### src/rtl/smram_pkg.sv
package smram_pkg;

  localparam logic [2:0] WIN_CODE_A = 3'b010;
  localparam logic [2:0] WIN_CODE_B = 3'b011;

  typedef struct packed {
    logic       open;
    logic       close;
    logic       lock;
    logic [2:0] win;
  } smram_ctl_t;

  localparam smram_ctl_t CTL_RESET = '{open: 1'b0, close: 1'b0, lock: 1'b0, win: WIN_CODE_A};

  function automatic logic [7:0] ctl_to_byte(input smram_ctl_t c);
    return {2'b00, c.open, c.close, c.lock, c.win};
  endfunction

endpackage

### src/rtl/smram_ctl_reg.sv
module smram_ctl_reg
  import smram_pkg::*;
(
  input  logic       clk,
  input  logic       rst,
  input  logic       wr,
  input  logic [7:0] wdata,
  output smram_ctl_t ctl,
  output logic [7:0] rdata
);

  smram_ctl_t ctl_q;
  logic       unused_wbits;

  assign unused_wbits = ^wdata[7:6];

  always_ff @(posedge clk) begin
    if (rst) begin
      ctl_q <= CTL_RESET;
    end else if (wr) begin
      ctl_q.close <= wdata[4];
      if (ctl_q.lock) begin
        ctl_q.open <= 1'b0;
      end else begin
        ctl_q.open <= wdata[5] & ~wdata[3];
        ctl_q.lock <= wdata[3];
        ctl_q.win  <= wdata[2:0];
      end
    end
  end

  assign ctl   = ctl_q;
  assign rdata = ctl_to_byte(ctl_q);


  lock_sticky_chk: assert property (@(posedge clk) disable iff (rst)
    ctl_q.lock |=> ctl_q.lock);


  locked_closed_open_chk: assert property (@(posedge clk) disable iff (rst)
    ctl_q.lock |-> !ctl_q.open);


  locked_win_frozen_chk: assert property (@(posedge clk) disable iff (rst)
    (ctl_q.lock && wr) |=> $stable(ctl_q.win));


  always_comb begin
    if (!rst) reserved_zero_chk: assert (rdata[7:6] == 2'b00);
  end

endmodule

### src/rtl/smram_win_dec.sv
module smram_win_dec
  import smram_pkg::*;
#(
  parameter int unsigned       ADDR_W     = 32,
  parameter int unsigned       WIN_AW     = 16,
  parameter logic [ADDR_W-1:0] SEG_A_BASE = 'h000A_0000,
  parameter logic [ADDR_W-1:0] SEG_B_BASE = 'h000B_0000
) (
  input  logic [ADDR_W-1:0] addr,
  input  logic [2:0]        win,
  output logic              hit,
  output logic              hit_a
);

  localparam int unsigned NSEG  = 2;
  localparam int unsigned TAG_W = ADDR_W - WIN_AW;

  logic [NSEG-1:0] seg_hit;
  logic [TAG_W-1:0] addr_tag;
  logic             unused_low;

  assign addr_tag   = addr[ADDR_W-1:WIN_AW];
  assign unused_low = ^addr[WIN_AW-1:0];

  for (genvar s = 0; s < NSEG; s++) begin : g_seg
    localparam logic [ADDR_W-1:0] BASE = (s == 0) ? SEG_A_BASE : SEG_B_BASE;
    localparam logic [2:0]        CODE = (s == 0) ? WIN_CODE_A : WIN_CODE_B;
    assign seg_hit[s] = (win == CODE) && (addr_tag == BASE[ADDR_W-1:WIN_AW]);
  end

  assign hit   = |seg_hit;
  assign hit_a = seg_hit[0];


  always_comb begin
    seg_onehot_chk: assert ($onehot0(seg_hit));
  end

endmodule

### src/rtl/smram_route.sv
module smram_route
  import smram_pkg::*;
(
  input  logic clk,
  input  logic rst,
  input  logic valid,
  input  logic hit,
  input  logic hit_a,
  input  logic smm,
  input  logic code,
  input  logic open,
  input  logic close,
  output logic out_valid,
  output logic out_hit,
  output logic out_dram
);

  logic dram_d;

  always_comb begin
    if (!hit)     dram_d = 1'b0;
    else if (smm) dram_d = code | ~close;
    else          dram_d = open & hit_a;
  end

  always_ff @(posedge clk) begin
    if (rst) begin
      out_valid <= 1'b0;
      out_hit   <= 1'b0;
      out_dram  <= 1'b0;
    end else begin
      out_valid <= valid;
      out_hit   <= valid & hit;
      out_dram  <= valid & dram_d;
    end
  end


  result_follows_chk: assert property (@(posedge clk) disable iff (rst)
    valid |=> out_valid);


  idle_quiet_chk: assert property (@(posedge clk) disable iff (rst)
    !valid |=> (!out_valid && !out_hit && !out_dram));


  smm_fetch_dram_chk: assert property (@(posedge clk) disable iff (rst)
    (valid && hit && smm && code) |=> out_dram);


  normal_gate_chk: assert property (@(posedge clk) disable iff (rst)
    (valid && !smm && !(open && hit_a)) |=> !out_dram);


  miss_pci_chk: assert property (@(posedge clk) disable iff (rst)
    (valid && !hit) |=> (!out_hit && !out_dram));

endmodule

### src/rtl/smram_router.sv
module smram_router
  import smram_pkg::*;
#(
  parameter int unsigned       ADDR_W     = 32,
  parameter int unsigned       WIN_AW     = 16,
  parameter logic [ADDR_W-1:0] SEG_A_BASE = 'h000A_0000,
  parameter logic [ADDR_W-1:0] SEG_B_BASE = 'h000B_0000
) (
  input  logic              clk,
  input  logic              rst,
  input  logic              cfg_wr,
  input  logic [7:0]        cfg_wdata,
  output logic [7:0]        cfg_rdata,
  input  logic              acc_valid,
  input  logic [ADDR_W-1:0] acc_addr,
  input  logic              acc_smm,
  input  logic              acc_code,
  output logic              route_valid,
  output logic              route_hit,
  output logic              route_dram
);

  smram_ctl_t ctl;
  logic       hit;
  logic       hit_a;

  smram_ctl_reg u_ctl (
    .clk   (clk),
    .rst   (rst),
    .wr    (cfg_wr),
    .wdata (cfg_wdata),
    .ctl   (ctl),
    .rdata (cfg_rdata)
  );

  smram_win_dec #(
    .ADDR_W     (ADDR_W),
    .WIN_AW     (WIN_AW),
    .SEG_A_BASE (SEG_A_BASE),
    .SEG_B_BASE (SEG_B_BASE)
  ) u_dec (
    .addr  (acc_addr),
    .win   (ctl.win),
    .hit   (hit),
    .hit_a (hit_a)
  );

  smram_route u_route (
    .clk       (clk),
    .rst       (rst),
    .valid     (acc_valid),
    .hit       (hit),
    .hit_a     (hit_a),
    .smm       (acc_smm),
    .code      (acc_code),
    .open      (ctl.open),
    .close     (ctl.close),
    .out_valid (route_valid),
    .out_hit   (route_hit),
    .out_dram  (route_dram)
  );


  dram_needs_hit_chk: assert property (@(posedge clk) disable iff (rst)
    route_dram |-> route_hit);

endmodule

### config.mk
export PLATFORM = sky130hd
export DESIGN_NAME = smram_router
export DESIGN_NICKNAME = d
export VERILOG_FILES = /design/src/rtl/smram_pkg.sv /design/src/rtl/smram_ctl_reg.sv /design/src/rtl/smram_win_dec.sv /design/src/rtl/smram_route.sv /design/src/rtl/smram_router.sv
export SDC_FILE = /design/constraint.sdc
export NUM_CORES = 1
export LEC_CHECK = 0
export BUFFER_PORTS_ARGS = -buffer_cell sky130_fd_sc_hd__buf_2
export CORE_MARGIN = 3
export CORE_UTILIZATION = 29
export DETAILED_ROUTE_END_ITERATION = 8
export HOLD_SLACK_MARGIN = 0.06
export PLACE_DENSITY_LB_ADDON = 0.15
export SLEW_MARGIN = 10
export SYNTH_ARGS = -nofsm -noshare
export SYNTH_HDL_FRONTEND = slang
export SYNTH_SLANG_ARGS = --single-unit
export TNS_END_PERCENT = 5
### constraint.sdc
create_clock -name clk -period 1.15 [get_ports clk]
set_input_delay 0.345 -clock clk [delete_from_list [all_inputs] [get_ports clk]]
set_output_delay 0.345 -clock clk [all_outputs]
set_load 0.02 [all_outputs]
==> flow_summary.yaml, run 1 <==
setup_path:
  worstPathCellList: "buf_4"
  crit_path_end_kind: "output port"
  worstSetupPathType: "reg -> out"
  critPathBufInv: 1
  arrival_ns: 0.77
  cp.required_ns: 0.81
  cp_slowest_cell: "dfxtp_4"
  startpoint_type: "flip-flop"
  worstPathMaxFanout: 5
  path_delay_family: "flip-flops"
  max_stage_delay_ns: 0.36
sta:
  setup_viol: 0
  slew_violations: 0
  fmaxAchievable_mhz: 895.4
  fin_skew_ns: 0.002908
  min_period_ns: 1.117
  hold_viol: 0
  grt_setup_unrepaired: "no"
  fin_crit_sh: 0.9711
clocking:
  clkTransAtPathRegs_ns: 0.06
  cts_setup_buffers: 0
  cts_hold_buf: 0
  cts.sinks: 9
  cts_buffer_depth: 2
  cts_tree: "yes"
  root_buffer: "clkbuf_4"
  numCtsBuffers: 3
  clk_latency_ns: 0.26
  h-tree-depth: 1
placement:
  gp_congestion: 0.6840
  port_buffers: 36
  dp_hpwl_um: 857.8
run_status:
  status: "complete, no violations"
logic_synthesis:
  synth_area_leaders: "dfxtp_1 42%, mux2i_1 7.1%, buf_4 7.1%"
  yosys.cell_count.top_type: "dfxtp_1"
  synth-seq-cells: 9
  yosys-top-cells-count: "9 x dfxtp_1, 7 x nor2_1, 4 x buf_4"
  synth-main-ff-cell: "dfxtp_1"
  avgSynthCellArea_um2: 9.454
  yosysSeqAreaShare: 0.4235
  yosysTopAreaCellShare: 0.4235
  async_flop_share: 0
  synth_warnings: 0
  yosys.area.top_type: "dfxtp_1"
  synth_area_um2: 425.4
  synth_edf_count: 0
  syn_inst: 45
  yosysUniqueCellTypes: 21
pwr:
  intPower_w: 0.0005360
  irDropWorstVdd_mv: 0.8844
  power_density_mw_per_mm2: 1118
  seqPwrFrac: 0.465
  power.total_w: 0.0007285
  switchingPower_w: 0.0001926
  switching_share: 0.2643
  p_comb_frac: 0.200
  clkPwrFrac: 0.335
  p_leak_nw: 0.3294
layout:
  fillCellCount: 141
  register_area_um2: 187.7
  fin_util: 0.4887
  multiInputGateArea_um2: 207.7
  num-nets-final: 130
  n_antenna_cell: 0
  layout-drive-gt1-share: 0.5783
  area_growth_pct: 53.24
detailed_routing:
  drtIter0Drc: 1
  ant_nets: 0
  avgViaCountPerCell: 4.571
  wire_per_inst_um: 10.48
  via_count: 448
  firstDrtPassIters: 2
  wl_um: 1027
  route.detailed.drc: 0
min_path:
  hp-class: "in -> reg"
floorplan:
  die_area_mm2: 0.001962
  core_area_mm2: 0.001334
  die_y_um: 44.30
  start_util: 0.3189
  die_w_um: 44.30
  ios: 57
  rows: 13
grt:
  grt_max_degree: 8
  grt.total_usage: 0.1087
  grt_antenna_before_repair: 0
  first_global_vias: 388
  grt_overflow: 0
  grt_pass1_wl_um: 1552
run:
  drv_cap: 0
==> flip-flops by register name (all words and copies together) (netlist names) <==
| name | cells |
|---|---|
| u_route.out_dram | 1 |
| u_route.out_hit | 1 |
| u_route.out_valid | 1 |
| u_ctl.ctl | 6 |
==> cell type report <==
class                   count  area share
multi-input cells          30      0.3186
repair buffers             37      0.3071
clock buffers               4     0.04031
flip-flops and latches      9      0.2879
well taps                  15     0.02879
inverters                   3     0.01727
==> path summary, 6_finish.rpt <==
check,startpoint,endpoint,slack (ns),cells past startpoint
worst min-delay path,cfg_wdata[1],u_ctl.ctl[1],0.29,2
worst max register to register,u_ctl.ctl[3],u_ctl.ctl[1],0.12,3
worst max-delay path,u_ctl.ctl[0],cfg_rdata[0],0.03,1
worst min register to register,u_ctl.ctl[3],u_ctl.ctl[3],0.48,2
==> power groups by stage <==
stage | clock network (W) | logic (W) | registers, W
detailed placement | 0 | 0.000141 | 0.000345
CTS | 0.000262 | 0.000144 | 0.000340
floorplan | 0 | 0.0000609 | 0.000358
global route | 0.000273 | 0.000161 | 0.000341
finish | 0.000244 | 0.000146 | 0.000339
global placement | 0 | 0.000140 | 0.000345
==> layer usage <==
metal / wire length, µm / GRT usage / up-vias
met3: 132 / 0.05285 / 0
li1: - / - / 230
met1: 411 / 0.1259 / 196
met2: 483 / 0.1744 / 22
met5: 0 / 0 / -
met4: 0 / 0.03614 / 0
==> placed cells by master, fill, tap and decap left out, drive strengths merged, types with 2 or more instances in the layout <==
cell type	instances
buf	37
clkbuf	4
nor2b	2
conb	2
mux2i	3
nor4	2
inv	3
nor2	7
nor3	2
dfxtp	9
==> logic make-up (layout without fill, tap and decap cells) <==
family	Yosys count	after routing	share of synthesized area
flops	9	9	0.4235
other cells	1	2	0.008815
compound gates	6	6	0.1206
xor+xnor	1	1	0.02059
buf+inv	7	44	0.09706
mux	3	3	0.07059
simple gates	18	18	0.2588
==> stage by stage <==
stage	hold slack (ns)	setup TNS, ns	setup WS, ns	instances	instance area [µm²]
after floorplan	0.4174	0	0.04067	46	429.2
after CTS	0.2767	0	0.0004640	98	643.1
after detailed placement	0.4766	-0.07265	-0.05689	94	605.6
after global routing	0.2815	0	0.004716	98	651.9
final	0.2915	0	0.03320	98	651.9
after global placement	0.4750	-0.02335	-0.02335	94	605.6
==> what timing repair did <==
| action | CTS | global route |
|---|---|---|
| gates cloned | 0 | 0 |
| resized for setup | 6 | 4 |
| endpoints found under the setup margin | 3 | 3 |
(Power assumes the default switching activity.)
==> run 2: changes to the inputs <==
--- a/config.mk
+++ b/config.mk
@@ -8,7 +8,9 @@
 export BUFFER_PORTS_ARGS = -buffer_cell sky130_fd_sc_hd__buf_2
 export CORE_MARGIN = 3
 export CORE_UTILIZATION = 29
+export CTS_BUF_LIST = sky130_fd_sc_hd__clkbuf_4 sky130_fd_sc_hd__clkbuf_8 sky130_fd_sc_hd__clkbuf_16
 export DETAILED_ROUTE_END_ITERATION = 8
+export GPL_ROUTABILITY_DRIVEN = 0
 export HOLD_SLACK_MARGIN = 0.06
 export PLACE_DENSITY_LB_ADDON = 0.15
 export SLEW_MARGIN = 10
==> flow_summary.yaml, run 2 (synthesis results as in run 1) <==
run_status:
  status: "complete, no violations"
layout:
  final_cell_mix: "31 x buf_2, 7 x nor2_1, 6 x buf_4, 5 x dfxtp_1, 4 x clkbuf_4"
  register_area_um2: 187.7
  fin_util: 0.4916
  layout_commonest_cell: "buf_2"
  fillCellCount: 142
  layout-drive-gt1-share: 0.5904
  largest_reg_flops: 6
  multiInputGateArea_um2: 207.7
  fin_cells: 98
  num-nets-final: 130
  fin_area_um2: 655.6
  area_growth_pct: 54.12
  n_antenna_cell: 0
placement:
  place_inst: 94
  dpl-instance-area_um2: 605.6
  port_buffers: 36
  dp_slack_ns: -0.05689
  dp_hpwl_um: 857.8
min_path:
  hold_depth: 2
  hp-class: "in -> reg"
  holdPathEnd: "u_ctl.ctl[1]"
  hp-start: "cfg_wdata[1]"
clocking:
  cts_buffer_depth: 2
  root_buffer: "clkbuf_4"
  h-tree-depth: 1
  cts_hold_buf: 0
  clk_latency_ns: 0.26
  clkTransAtPathRegs_ns: 0.06
  numCtsBuffers: 3
  cts.sinks: 9
  cts_tree: "yes"
grt:
  grt_overflow: 0
  grt_antenna_before_repair: 0
  grt_max_degree: 8
  grt.total_usage: 0.1087
  first_global_vias: 388
  grt_pass1_wl_um: 1552
floorplan:
  die_y_um: 44.30
  start_util: 0.3189
  core_area_mm2: 0.001334
  ios: 57
  rows: 13
  die_w_um: 44.30
  die_area_mm2: 0.001962
setup_path:
  worstSetupPathType: "reg -> out"
  cp.required_ns: 0.81
  worstPathMaxFanout: 5
  reg2reg_depth: 3
  reg2reg_slack_ns: 0.13
  arrival_ns: 0.77
  cp_slowest_cell: "dfxtp_4"
  critPathBufInv: 1
  startpoint: "u_ctl.ctl[0]"
  startpoint_type: "flip-flop"
  r2r_start: "u_ctl.ctl[3]"
  path_delay_family: "flip-flops"
  crit_path_end_kind: "output port"
  max_stage_delay_ns: 0.36
  r2r_end: "u_ctl.ctl[1]"
  worstPathCellList: "buf_4"
sta:
  fmaxAchievable_mhz: 895.5
  fin_crit_sh: 0.9711
  grt_setup_unrepaired: "no"
  setup_viol: 0
  hold_viol: 0
  fin_skew_ns: 0.003929
  slew_violations: 0
  fin_ws_ns: 0.03326
  min_period_ns: 1.117
detailed_routing:
  firstDrtPassIters: 3
  route.detailed.drc: 0
  avgViaCountPerCell: 4.531
  drtIter0Drc: 1
  via_count: 444
  ant_nets: 0
  wire_per_inst_um: 10.45
  wl_um: 1024
pwr:
  p_leak_nw: 0.3329
  power_density_mw_per_mm2: 1146
  irDropWorstVdd_mv: 0.8810
run:
  drv_cap: 0
-- run 2: cell types whose count changed in the layout (fill, tap and decap cells not counted) --
cell      delta
clkbuf_1     -1
clkbuf_4     +1
-- run 2: area by class of cell --
type | count | area share
well taps | 15 | 0.02863
clock buffers | 4 | 0.04580
multi-input cells | 30 | 0.3168
repair buffers | 37 | 0.3053
flip-flops and latches | 9 | 0.2863
inverters | 3 | 0.01718
-- run 2: how the worst max path moves through the flow --
stage	cells past startpoint	slack [ns]	end
floorplan	2	0.04	u_ctl.ctl[1]
global placement	4	-0.02	u_route.out_dram
detailed placement	4	-0.06	u_route.out_dram
CTS	1	0.0005	cfg_rdata[2]
global route	1	0.005	cfg_rdata[3]
finish	1	0.03	cfg_rdata[0]
-- run 2: timing repair --
item	in CTS	in global routing
buffers inserted	0	0
gates resized for setup	6	4
endpoints found under the hold margin	0	0
setup endpoints to repair	3	3
-- run 2: where the power goes --
group	switching [W]	internal (W)
registers	0.0000116	0.000327
logic	0.0000703	0.0000749
clock network	0.000110	0.000157
total	0.000192	0.000560
-- run 2: per-stage QoR --
stage               total power (W)  hold slack, ns  setup TNS, ns
detailed placement        0.0004854          0.4766       -0.07265
CTS                       0.0007693          0.2767              0
finish                    0.0007513          0.2928              0
floorplan                 0.0004187          0.4174              0
global route              0.0007973          0.2815              0
global placement          0.0004844          0.4750       -0.02335
-- run 2: metal layers --
metal | global-route usage | vias up | wire length [µm]
met2 | 0.1744 | 22 | 489
li1 | - | 230 | -
met1 | 0.1259 | 192 | 402
met4 | 0.03614 | 0 | 0
met3 | 0.05285 | 0 | 132
met5 | 0 | - | 0
